**src/rtl/fcd_pkg.sv**
```systemverilog
package fcd_pkg;

  typedef enum logic [1:0] {
    OP_NONE = 2'd0,
    OP_PROG = 2'd1,
    OP_SECT = 2'd2,
    OP_CHIP = 2'd3
  } fcd_op_e;

  typedef enum logic [2:0] {
    SQ_IDLE,
    SQ_KEY1,
    SQ_KEY2,
    SQ_PGM,
    SQ_ER1,
    SQ_ER2,
    SQ_ER3
  } fcd_seq_e;

  typedef enum logic [1:0] {
    RQ_IDLE,
    RQ_OFFER,
    RQ_WAIT
  } fcd_req_e;

  localparam int          MATCH_W  = 15;
  localparam logic [14:0] ADR_HI   = 15'h5555;
  localparam logic [14:0] ADR_LO   = 15'h2AAA;
  localparam logic [7:0]  C_KEY1   = 8'hAA;
  localparam logic [7:0]  C_KEY2   = 8'h55;
  localparam logic [7:0]  C_PGM    = 8'hA0;
  localparam logic [7:0]  C_ERASE  = 8'h80;
  localparam logic [7:0]  C_SECT   = 8'h30;
  localparam logic [7:0]  C_CHIP   = 8'h10;
  localparam logic [7:0]  C_IDENT  = 8'h90;
  localparam logic [7:0]  C_LEAVE  = 8'hF0;
  localparam logic [7:0]  MAKER_ID = 8'hBF;
  localparam logic [7:0]  ERASED   = 8'hFF;

endpackage

```
**src/rtl/fcd_seq.sv**
```systemverilog
module fcd_seq
  import fcd_pkg::*;
#(
  parameter int ADDR_W = 17
) (
  input  logic              clk,
  input  logic              rst_n,
  input  logic              wr_en,
  input  logic [ADDR_W-1:0] addr,
  input  logic [7:0]        wdata,
  input  logic              busy,
  output logic              launch,
  output fcd_op_e           l_op,
  output logic [ADDR_W-1:0] l_addr,
  output logic [7:0]        l_data,
  output logic              id_mode
);

  fcd_seq_e           st_q, st_d;
  logic               id_d;
  logic               wr;
  logic               at_hi, at_lo;
  logic [MATCH_W-1:0] low;

  assign wr    = wr_en && !busy;
  assign low   = addr[MATCH_W-1:0];
  assign at_hi = (low == ADR_HI);
  assign at_lo = (low == ADR_LO);

  always_comb begin
    st_d   = st_q;
    id_d   = id_mode;
    launch = 1'b0;
    l_op   = OP_NONE;
    l_addr = '0;
    l_data = '0;
    if (wr) begin
      if (id_mode) begin
        st_d = SQ_IDLE;
        if (wdata == C_LEAVE) id_d = 1'b0;
      end else begin
        st_d = SQ_IDLE;
        unique case (st_q)
          SQ_IDLE: if (at_hi && wdata == C_KEY1) st_d = SQ_KEY1;
          SQ_KEY1: if (at_lo && wdata == C_KEY2) st_d = SQ_KEY2;
          SQ_KEY2: begin
            if (at_hi) begin
              if (wdata == C_PGM)   st_d = SQ_PGM;
              if (wdata == C_ERASE) st_d = SQ_ER1;
              if (wdata == C_IDENT) id_d = 1'b1;
            end
          end
          SQ_PGM: begin
            launch = 1'b1;
            l_op   = OP_PROG;
            l_addr = addr;
            l_data = wdata;
          end
          SQ_ER1: if (at_hi && wdata == C_KEY1) st_d = SQ_ER2;
          SQ_ER2: if (at_lo && wdata == C_KEY2) st_d = SQ_ER3;
          SQ_ER3: begin
            if (wdata == C_SECT) begin
              launch = 1'b1;
              l_op   = OP_SECT;
              l_addr = addr;
              l_data = ERASED;
            end else if (wdata == C_CHIP && at_hi) begin
              launch = 1'b1;
              l_op   = OP_CHIP;
              l_data = ERASED;
            end
          end
          default: st_d = SQ_IDLE;
        endcase
      end
    end
  end

  always_ff @(posedge clk) begin
    if (!rst_n) begin
      st_q    <= SQ_IDLE;
      id_mode <= 1'b0;
    end else begin
      st_q    <= st_d;
      id_mode <= id_d;
    end
  end

endmodule

```
**src/rtl/fcd_req.sv**
```systemverilog
module fcd_req
  import fcd_pkg::*;
#(
  parameter int ADDR_W = 17
) (
  input  logic              clk,
  input  logic              rst_n,
  input  logic              launch,
  input  fcd_op_e           l_op,
  input  logic [ADDR_W-1:0] l_addr,
  input  logic [7:0]        l_data,
  input  logic              req_ready,
  input  logic              arr_done,
  input  logic              rd_en,
  output logic              req_valid,
  output logic [1:0]        req_op,
  output logic [ADDR_W-1:0] req_addr,
  output logic [7:0]        req_data,
  output logic              busy,
  output logic [7:0]        status
);

  fcd_req_e st_q;
  logic     tog_q;

  assign req_valid = (st_q == RQ_OFFER);
  assign busy      = (st_q != RQ_IDLE);
  assign status    = {~req_data[7], tog_q, 6'b0};

  always_ff @(posedge clk) begin
    if (!rst_n) begin
      st_q     <= RQ_IDLE;
      tog_q    <= 1'b0;
      req_op   <= '0;
      req_addr <= '0;
      req_data <= '0;
    end else begin
      unique case (st_q)
        RQ_IDLE: if (launch) begin
          st_q     <= RQ_OFFER;
          req_op   <= l_op;
          req_addr <= l_addr;
          req_data <= l_data;
          tog_q    <= 1'b0;
        end
        RQ_OFFER: if (req_ready) st_q <= RQ_WAIT;
        RQ_WAIT:  if (arr_done)  st_q <= RQ_IDLE;
        default:  st_q <= RQ_IDLE;
      endcase
      if (busy && rd_en) tog_q <= ~tog_q;
    end
  end

endmodule

```
**src/rtl/fcd_rdmux.sv**
```systemverilog
module fcd_rdmux
  import fcd_pkg::*;
#(
  parameter int ADDR_W = 17
) (
  input  logic              clk,
  input  logic              rst_n,
  input  logic              rd_en,
  input  logic [ADDR_W-1:0] addr,
  input  logic              busy,
  input  logic [7:0]        status,
  input  logic              id_mode,
  input  logic [7:0]        arr_rdata,
  output logic              rd_valid,
  output logic [7:0]        rd_data
);

  localparam logic [7:0] DEV_ID = 8'hD5 + 8'(ADDR_W - 17);

  logic [7:0] sel;

  always_comb begin
    if (busy)                   sel = status;
    else if (!id_mode)          sel = arr_rdata;
    else if (addr == ADDR_W'(0)) sel = MAKER_ID;
    else if (addr == ADDR_W'(1)) sel = DEV_ID;
    else                        sel = 8'h00;
  end

  always_ff @(posedge clk) begin
    if (!rst_n) begin
      rd_valid <= 1'b0;
      rd_data  <= '0;
    end else begin
      rd_valid <= rd_en;
      if (rd_en) rd_data <= sel;
    end
  end

endmodule

```
**src/rtl/flash_cmd_decoder.sv**
```systemverilog
module flash_cmd_decoder
  import fcd_pkg::*;
#(
  parameter int ADDR_W = 17
) (
  input  logic              clk,
  input  logic              rst_n,
  input  logic              bus_we,
  input  logic              bus_re,
  input  logic [ADDR_W-1:0] bus_addr,
  input  logic [7:0]        bus_wdata,
  input  logic [7:0]        arr_rdata,
  output logic              rd_valid,
  output logic [7:0]        rd_data,
  output logic              req_valid,
  input  logic              req_ready,
  output logic [1:0]        req_op,
  output logic [ADDR_W-1:0] req_addr,
  output logic [7:0]        req_data,
  input  logic              arr_done,
  output logic              busy
);

  logic              launch;
  fcd_op_e           l_op;
  logic [ADDR_W-1:0] l_addr;
  logic [7:0]        l_data;
  logic              id_mode;
  logic [7:0]        status;

  fcd_seq #(.ADDR_W(ADDR_W)) u_seq (
    .clk     (clk),
    .rst_n   (rst_n),
    .wr_en   (bus_we),
    .addr    (bus_addr),
    .wdata   (bus_wdata),
    .busy    (busy),
    .launch  (launch),
    .l_op    (l_op),
    .l_addr  (l_addr),
    .l_data  (l_data),
    .id_mode (id_mode)
  );

  fcd_req #(.ADDR_W(ADDR_W)) u_req (
    .clk       (clk),
    .rst_n     (rst_n),
    .launch    (launch),
    .l_op      (l_op),
    .l_addr    (l_addr),
    .l_data    (l_data),
    .req_ready (req_ready),
    .arr_done  (arr_done),
    .rd_en     (bus_re),
    .req_valid (req_valid),
    .req_op    (req_op),
    .req_addr  (req_addr),
    .req_data  (req_data),
    .busy      (busy),
    .status    (status)
  );

  fcd_rdmux #(.ADDR_W(ADDR_W)) u_rd (
    .clk       (clk),
    .rst_n     (rst_n),
    .rd_en     (bus_re),
    .addr      (bus_addr),
    .busy      (busy),
    .status    (status),
    .id_mode   (id_mode),
    .arr_rdata (arr_rdata),
    .rd_valid  (rd_valid),
    .rd_data   (rd_data)
  );

endmodule

```
**config.mk**
```make
export PLATFORM = sky130hd
export DESIGN_NAME = flash_cmd_decoder
export DESIGN_NICKNAME = d
export VERILOG_FILES = /design/src/rtl/fcd_pkg.sv /design/src/rtl/fcd_seq.sv /design/src/rtl/fcd_req.sv /design/src/rtl/fcd_rdmux.sv /design/src/rtl/flash_cmd_decoder.sv
export SDC_FILE = /design/constraint.sdc
export NUM_CORES = 1
export LEC_CHECK = 0
export BUFFER_PORTS_ARGS = -buffer_cell sky130_fd_sc_hd__buf_2
export CAP_MARGIN = 40
export CORE_UTILIZATION = 51
export DETAILED_ROUTE_END_ITERATION = 8
export GPL_TIMING_DRIVEN = 0
export PLACE_DENSITY = 0.84
export SYNTH_ARGS = -nofsm -noshare
export SYNTH_HDL_FRONTEND = slang
export SYNTH_SLANG_ARGS = --single-unit
```
**constraint.sdc**
```tcl
create_clock -name clk -period 4.91 [get_ports clk]
set_input_delay 0.491 -clock clk [delete_from_list [all_inputs] [get_ports clk]]
set_output_delay 0.491 -clock clk [all_outputs]
set_load 0.005 [all_outputs]
```
Word-level counts from Yosys, hierarchy flattened
Cells that the tools add are included.
{"block": "classes", "bitwise_logic": 2, "n_reduce_logical": 15, "n_mux": 44, "eq_ne": 22}
{"operator": "8-bit two-way mux", "n": 8}
{"operator": "17-bit two-way mux", "n": 3}
{"operator": "8-bit == test, second input constant", "n": 5}
{"operator": "17-bit one-hot mux with 2 select lines", "n": 1}
{"operator": "2-bit two-way mux", "n": 9}
{"operator": "17-bit by 1-bit == test with 1-bit output, second input constant", "n": 1}
{"operator": "17-bit zero test", "n": 1}
{"operator": "8-bit one-hot mux with 2 select lines", "n": 1}
{"operator": "15-bit by 14-bit == test with 1-bit output, second input constant", "n": 1}
{"operator": "15-bit == test, second input constant", "n": 1}
{"operator": "3-bit two-way mux", "n": 5}
{"operator": "3-bit one-hot mux with 5 select lines", "n": 1}
{"operator": "1-bit two-way mux", "n": 13}
{"operator": "3-bit == test, second input constant", "n": 3}
{"operator": "8-bit by 5-bit == test with 1-bit output, second input constant", "n": 1}
{"operator": "8-bit by 6-bit == test with 1-bit output, second input constant", "n": 1}
{"operator": "8-bit by 7-bit == test with 1-bit output, second input constant", "n": 1}
{"operator": "3-bit by 2-bit == test with 1-bit output, second input constant", "n": 2}
{"operator": "2-bit one-hot mux with 3 select lines", "n": 1}
{"operator": "2-bit nonzero test", "n": 3}
{"operator": "1-bit logical AND", "n": 5}
{"operator": "2-bit inequality test, second input constant", "n": 2}
{"operator": "2-bit one-hot mux with 2 select lines", "n": 1}
{"operator": "2-bit AND reduction", "n": 2}
{"operator": "other kinds (10)", "n": 11}
{"block": "totals", "out_inout_bits": 38, "ff_bits": 43}

Logic depth before layout (Yosys ltp)
Gate-level depths: netlist (run 1).
{"block": "depth", "depth_word": 10, "depth_mapped": 8}

Modules after synthesis
From an unflattened synthesis (run 1), not the netlist that was laid out.
{"block": "unflattened", "hier_cells": 317, "area_unflattened_um2": 2504.9}
{"module": "fcd_req", "seq_area_each_um2": 600.6, "cells_each": 143, "n_inst": 1, "area_each_um2": 1241.2}
{"module": "fcd_seq", "seq_area_each_um2": 80.1, "cells_each": 101, "n_inst": 1, "area_each_um2": 675.6}
{"module": "fcd_rdmux", "seq_area_each_um2": 180.2, "cells_each": 73, "n_inst": 1, "area_each_um2": 588.1}

Worst setup path before layout (run 1)
No wires, ideal clock.
{"block": "synth_timing", "path_kind": "input to register", "start": "input bus_addr[11]", "end": "register u_req.req_addr[10]", "setup_ps": 117, "required_time_ps": 4793, "arrival_time_ps": 2270, "stages": 7, "setup_slack_ps": 2522, "cell_sequence": "or4_4 > nor4_4 > nand4_4 > a21o_1 > buf_6 > buf_8 > a32o_1"}
{"block": "synth_between", "elab_chain_cells": 8}
{"element": "start, declared", "line_no": "flash_cmd_decoder.sv:10", "source": "input logic [ADDR_W-1:0] bus_addr,"}
{"element": "15-bit == test", "line_no": "fcd_seq.sv:27", "source": "assign at_hi = (low == ADR_HI);"}
{"element": "1-bit logical AND", "line_no": "fcd_seq.sv:67", "source": "end else if (wdata == C_CHIP && at_hi) begin"}
{"element": "1-bit two-way mux", "line_no": "fcd_seq.sv:67"}
{"element": "1-bit two-way mux", "line_no": "fcd_seq.sv:62", "source": "if (wdata == C_SECT) begin"}
{"element": "1-bit one-hot mux with 2 select lines", "line_no": "fcd_seq.sv:43", "source": "unique case (st_q)"}
{"element": "1-bit two-way mux", "line_no": "fcd_seq.sv:38", "source": "if (id_mode) begin"}
{"element": "1-bit two-way mux", "line_no": "fcd_seq.sv:37", "source": "if (wr) begin"}
{"element": "2-bit AND reduction (no source line)"}
{"element": "end signal, assigned", "line_no": "fcd_req.sv:42", "source": "req_addr <= l_addr;"}
{"element": "end, declared", "line_no": "fcd_req.sv:17", "source": "output logic [ADDR_W-1:0] req_addr,"}
Every way passes these cells.
A chain may end at the register's enable or synchronous reset.

Final worst setup path (run 1)
{"block": "layout_timing", "start": "register u_seq.st_q[1]", "end": "register u_req.req_addr[11]"}
{"block": "layout_between", "elab_chain_cells": 5, "elab_cells_between_ends": 9, "classes_between": "eq/ne (2); mux (6); reduce/logical (1)"}
{"element": "start, declared", "line_no": "fcd_seq.sv:19", "source": "fcd_seq_e st_q, st_d;"}
{"element": "start signal, assigned", "line_no": "fcd_seq.sv:84", "source": "st_q <= st_d;"}
{"element": "3-bit == test / 3-bit by 2-bit == test with 1-bit output (equally long branches)", "line_no": "fcd_seq.sv:43"}
{"element": "1-bit one-hot mux with 2 select lines", "line_no": "fcd_seq.sv:43"}
{"element": "1-bit two-way mux", "line_no": "fcd_seq.sv:38"}
{"element": "1-bit two-way mux", "line_no": "fcd_seq.sv:37"}
{"element": "2-bit AND reduction (no source line)"}
Several ways; a longest one is shown, not always the timed one.

==> impl_metrics.tcl, run 1 <==
set metrics [dict create \
    status "finished clean" \
    yosysWarnings 0 \
    powerDensity_mw_per_mm2 284 \
    fillers 300 \
    hp-class "in2reg" \
    dieArea_mm2 0.00400 \
    cts_resized 0 \
    synth.most_common_cell "dfxtp_1" \
    grt_antenna_before_repair 0 \
    min_path_cells 2 \
    period_share_pct 50.5 \
    drt_iter0_drc 114 \
    synth-edff-count 0 \
    initial_core_util_pct 55.2 \
    synth_cell_types 43 \
    rsz0062_at_grt "false" \
    synth_nets 236 \
    ir_drop_mv 0.169 \
    finalNonFillerCells 325 \
    grt_max_degree 14 \
    cts_max_path_buffers 2 \
    cts_sinks 43 \
    critical_path_arrival_ns 2.73 \
    setup_violations 0 \
    ant_nets 0 \
    p_leak_nw 1.12 \
    cp.required_ns 5.16 \
    cp_slowest_stage_delay_ns 0.55 \
    ys.flop_type "dfxtp_1" \
    row_count 21 \
    drive_gt1_share_pct 35.1 \
    cp_top_family "simple AND/OR/NAND/NOR gates" \
    synthTopCellsByCount "dfxtp_1 (43), a32o_1 (17), nand2_1 (17)" \
    reg2reg_depth 6 \
    cts_hold_repair.buffers 0 \
    vias 1959 \
    synth_seq_cells 43 \
    wl_um 5170 \
    tightest_slew_ns 0.599 \
    area_delta_synth_final_pct 28.5 \
    critical_path_class "reg2reg" \
    critPathCaptureType "flop" \
    fin_setup_tns_ns 0 \
    clk_pin_slew_ns 0.09 \
    synth_area_leaders "dfxtp_1 (45%), a32o_1 (8.9%), o221a_2 (4.7%)" \
    final_hold_viol_count 0 \
    clock_latency_ns 0.30 \
    drc_errors 0 \
    async_reset_ff_share_pct 0 \
    crit_buf_inv 1 \
    drtPass1Iterations 4 \
    cp_max_fo 10 \
    synth.avg_cell_area_um2 9.71 \
    synth_top_area_cell "dfxtp_1" \
    core_area_mm2 0.00347 \
    ys_seq_area_share_pct 45.0 \
    max_freq_mhz 403 \
    post_drt_wl_per_cell_um 15.9 \
    crit_chain "nor4b_1 > and3_1 > a41oi_1 > nor2_1 > buf_2 > a32o_1" \
    min_period_ns 2.48 \
    maxSlewViolCount 0 \
    drt-vias-per-instance 6.03 \
    gp_congestion 0.924 \
    grtUsageTotal_pct 27.3 \
    gr-total-overflow 0 \
    crit_slowest_cell "nor2_1" \
    drv_cap 0 \
    layout.nets 317 \
    io_pins 77 \
    synth_top_area_share_pct 45.0 \
    dp.cells 317 \
    critPathLaunchType "flop" \
    grt_pass1_vias 1933 \
    port_buffers 74 \
    htreeDepth 2 \
    synth_area_mm2 0.00191 \
    die_y_um 63.2 \
    die_x_um 63.2 \
    fin_skew_ns 0.00967 \
    power_uw 699 \
    maxSlewHeadroom_pct 59.9 \
    cts_buffers 5 \
    cp_num_cells 6 \
    clock-root-buffer "clkbuf_8" \
    diodes 0 \
    synthCells 197 \
    post_cts_buffers 0 \
    hpwl_um 3730 \
    grt_pass1_wl_um 8690 \
    cts_tree "done" \
]
logic make-up after synthesis:
logic type,count (synthesis),share of synthesized area (%)
compound gates,67,28.6
simple gates,67,21.1
flops,43,45.0
buf+inv,19,4.84
xor+xnor,1,0.458
power by group:
group | switching (mW) | internal [mW] | total, mW | leakage (nW)
logic | 0.0320 | 0.0238 | 0.0558 | 0.715
registers | 0.00183 | 0.353 | 0.354 | 0.348
clock network | 0.125 | 0.165 | 0.289 | 0.0612
layer usage:
layer | vias to the layer above | GRT usage, % | wire length (µm)
li1 | 930 | - | -
met1 | 920 | 33.9 | 2230
met2 | 97 | 46.1 | 2460
met3 | 12 | 5.62 | 398
met4 | 0 | 10.2 | 85
met5 | - | 0 | 0
per-stage QoR:
stage	utilization (%)	setup WS, ns	hold WS [ns]	instance area [µm²]
CTS	70.9	2.50	0.411	2460
global route	70.9	2.18	0.433	2460
global placement	67.5	2.28	0.449	2340
floorplan	-	2.52	0.448	1910
detailed placement	67.5	2.26	0.453	2340
finish	70.9	2.43	0.409	2460
placed cells by master, fill, tap and decap left out, types with 4 or more instances in the layout:
master and count:
buf_2 76, dfxtp_1 43, nand2_1 17, a32o_1 17
o21ai_0 12, nor2_1 8, clkbuf_1 8, o221a_2 8
inv_1 7, nand4_1 6, clkbuf_8 6, and3_1 5
nor2b_1 4, and2_1 4, a21boi_0 4, a31oi_1 4
nand3_1 4, a21oi_1 4
area by class of cell:
type / count / area (µm²) / share of cell area, %
Timing Repair Buffer: 74 / 370 / 15.1
Clock inverter: 2 / 35.0 / 1.42
Sequential cell: 43 / 861 / 35.0
Clock buffer: 6 / 82.6 / 3.36
Inverter: 7 / 26.3 / 1.07
Buffer: 12 / 66.3 / 2.70
Tap cell: 46 / 57.6 / 2.34
Multi-Input combinational cell: 135 / 960 / 39.0
path summary, 6_finish.rpt:
check / slack (ns) / end / from
max: 2.43 / u_req.req_addr[11] / u_seq.st_q[1]
min: 0.41 / u_req.req_addr[16] / bus_addr[16]
max reg2reg: 2.43 / u_req.req_addr[11] / u_seq.st_q[1]
min reg2reg: 0.47 / u_rd.rd_data[6] / u_rd.rd_data[6]
state kept, by name (all words and copies together) (netlist names):
register and flops:
u_req.req_op 2, u_req.tog_q 1, u_req.st_q 2, u_req.req_addr 17
u_rd.rd_data 8, u_rd.rd_valid 1, u_seq.id_mode 1, u_seq.st_q 3
u_req.req_data 8
No activity file was read; power rests on OpenSTA's default activity.
==> run 2: changes to the inputs <==
--- a/config.mk
+++ b/config.mk
@@ -7,10 +7,10 @@
 export LEC_CHECK = 0
 export BUFFER_PORTS_ARGS = -buffer_cell sky130_fd_sc_hd__buf_2
 export CAP_MARGIN = 40
-export CORE_UTILIZATION = 51
+export CORE_UTILIZATION = 48
 export DETAILED_ROUTE_END_ITERATION = 8
 export GPL_TIMING_DRIVEN = 0
-export PLACE_DENSITY = 0.84
+export PLACE_DENSITY = 0.79
 export SYNTH_ARGS = -nofsm -noshare
 export SYNTH_HDL_FRONTEND = slang
 export SYNTH_SLANG_ARGS = --single-unit
==> constraint.sdc (replaced) <==
create_clock -name clk -period 2.52 [get_ports clk]
set_input_delay 0.252 -clock clk [delete_from_list [all_inputs] [get_ports clk]]
set_output_delay 0.252 -clock clk [all_outputs]
set_load 0.005 [all_outputs]
==> run 2 against run 1 <==
Net effect: clock power increased by 93%; sequential power increased by 95%; critical path depth unchanged; sequential share of layout area decreased by 0.071 points; worst setup slack got worse by 2.1 ns; global-route usage decreased by 2.0 points; critical endpoint is now u_req.req_addr[13]; largest power group unchanged; die area increased by 6.0%.
==> impl_metrics.tcl, run 2 (synthesis gave the netlist of run 1 again) <==
set metrics [dict create \
    status "finished clean" \
    ant_nets 0 \
    ir_drop_mv 0.407 \
    multiInputGateArea_um2 962 \
    top_register "u_req.req_addr" \
    biggestRegsByFlops "u_req.req_addr: 17 flops, u_rd.rd_data: 8 flops, u_req.req_data: 8 flops" \
    drtPass1Iterations 4 \
    layout.nets 317 \
    dieArea_mm2 0.00424 \
    power_mw 1.36 \
    gr-total-overflow 0 \
    die_x_um 65.1 \
    fin_skew_ns 0.00327 \
    row_count 22 \
    cp_top_family "simple AND/OR/NAND/NOR gates" \
    fin_setup_tns_ns 0 \
    maxSlewHeadroom_pct 66.3 \
    hpwl_um 3670 \
    grt_pass1_wl_um 8170 \
    cts_max_path_buffers 2 \
    largest_reg_flops 17 \
    crit_buf_inv 1 \
    critical_path_arrival_ns 2.48 \
    period_share_pct 88.9 \
    fin_util_pct 65.8 \
    grt_pass1_vias 1766 \
    cts_sinks 43 \
    dp.cells 319 \
    wl_um 4970 \
    clock_latency_ns 0.30 \
    clk_pin_slew_ns 0.08 \
    port_buffers 74 \
    max_freq_mhz 446 \
    vias 1894 \
    io_pins 77 \
    hp-class "in2reg" \
    crit_slowest_cell "dfxtp_1" \
    diodes 0 \
    grt_antenna_before_repair 0 \
    cts_tree "done" \
    grtUsageTotal_pct 25.2 \
    cts_buffers 5 \
    seq_area_um2 861 \
    layout_commonest_cell "buf_2" \
    drive_gt1_share_pct 35.5 \
    clock-root-buffer "clkbuf_8" \
    core_area_mm2 0.00374 \
    area_delta_synth_final_pct 28.8 \
    layout_setup_ws_ns 0.280 \
    p_leak_nw 1.12 \
    critical_path_class "reg2reg" \
    powerDensity_mw_per_mm2 551 \
    maxSlewViolCount 0 \
    cp_max_fo 10 \
    final_hold_viol_count 0 \
    initial_core_util_pct 51.1 \
    grt_max_degree 14 \
    crit_chain "nor4b_1 > and3_1 > a41oi_1 > nor2_2 > buf_2 > a32o_1" \
    post_drt_wl_per_cell_um 15.2 \
    rsz0062_at_grt "false" \
    cts_hold_repair.buffers 0 \
    setup_violations 0 \
    drv_cap 0 \
    gp_congestion 0.913 \
    tightest_slew_ns 0.499 \
    htreeDepth 2 \
    fillers 341 \
    final_cell_mix "buf_2 (76), dfxtp_1 (43), nand2_1 (17), a32o_1 (17), o21ai_0 (12)" \
    drc_errors 0 \
    cp_slowest_stage_delay_ns 0.46 \
    place_ws_ns 0.121 \
    cp.required_ns 2.76 \
    drt-vias-per-instance 5.79 \
    critPathLaunchType "flop" \
    finalNonFillerCells 327 \
    critPathCaptureType "flop" \
    die_y_um 65.1 \
    drt_iter0_drc 103 \
    min_period_ns 2.24 \
]
-- run 2: metrics by stage --
step	cell area [µm²]	hold WS, ns
CTS	2460	0.173
global placement	2340	0.451
finish	2460	0.179
global route	2460	0.182
detailed placement	2340	0.455
floorplan	1910	0.378
-- run 2: layout make-up --
cell class / instances / area share, %
clock inverter: 2 / 1.42
tap: 48 / 2.44
clock buffer: 6 / 3.35
sequential: 43 / 34.9
timing repair buffer: 74 / 15.0
multi-input combinational: 135 / 39.1
buffer: 12 / 2.69
inverter: 7 / 1.07
-- run 2: layer usage --
metal	GRT usage (%)	wire [µm]
met4	8.42	65
met3	6.25	286
met5	0	0
met2	39.8	2300
met1	33.6	2320
-- run 2: worst paths after layout --
path / to / slack [ns] / start / depth (start not counted)
setup / recovery: u_req.req_addr[13] / 0.28 / u_seq.st_q[1] / 6
hold / removal: u_req.req_addr[16] / 0.18 / bus_addr[16] / 2
setup reg to reg: u_req.req_addr[13] / 0.28 / u_seq.st_q[1] / 6
hold reg to reg: u_rd.rd_data[6] / 0.47 / u_rd.rd_data[6] / 2
-- run 2: worst reg2reg max path, stage by stage, from the launching register on --
cell and delay [ns]:
dfxtp_1 0.46, nor4b_1 0.32, and3_1 0.29, a41oi_1 0.28
nor2_2 0.39, buf_2 0.29, a32o_1 0.15
-- run 2: power by group --
group | internal [mW] | switching (mW) | total (mW)
registers | 0.687 | 0.00337 | 0.690
logic | 0.0463 | 0.0616 | 0.108
clock network | 0.321 | 0.238 | 0.559
total | 1.05 | 0.303 | 1.36
-- run 2: what timing repair did --
item / CTS / global route
buffers inserted: 0 / 0
resized for setup: 0 / 1
endpoints found under the setup margin: 0 / 10
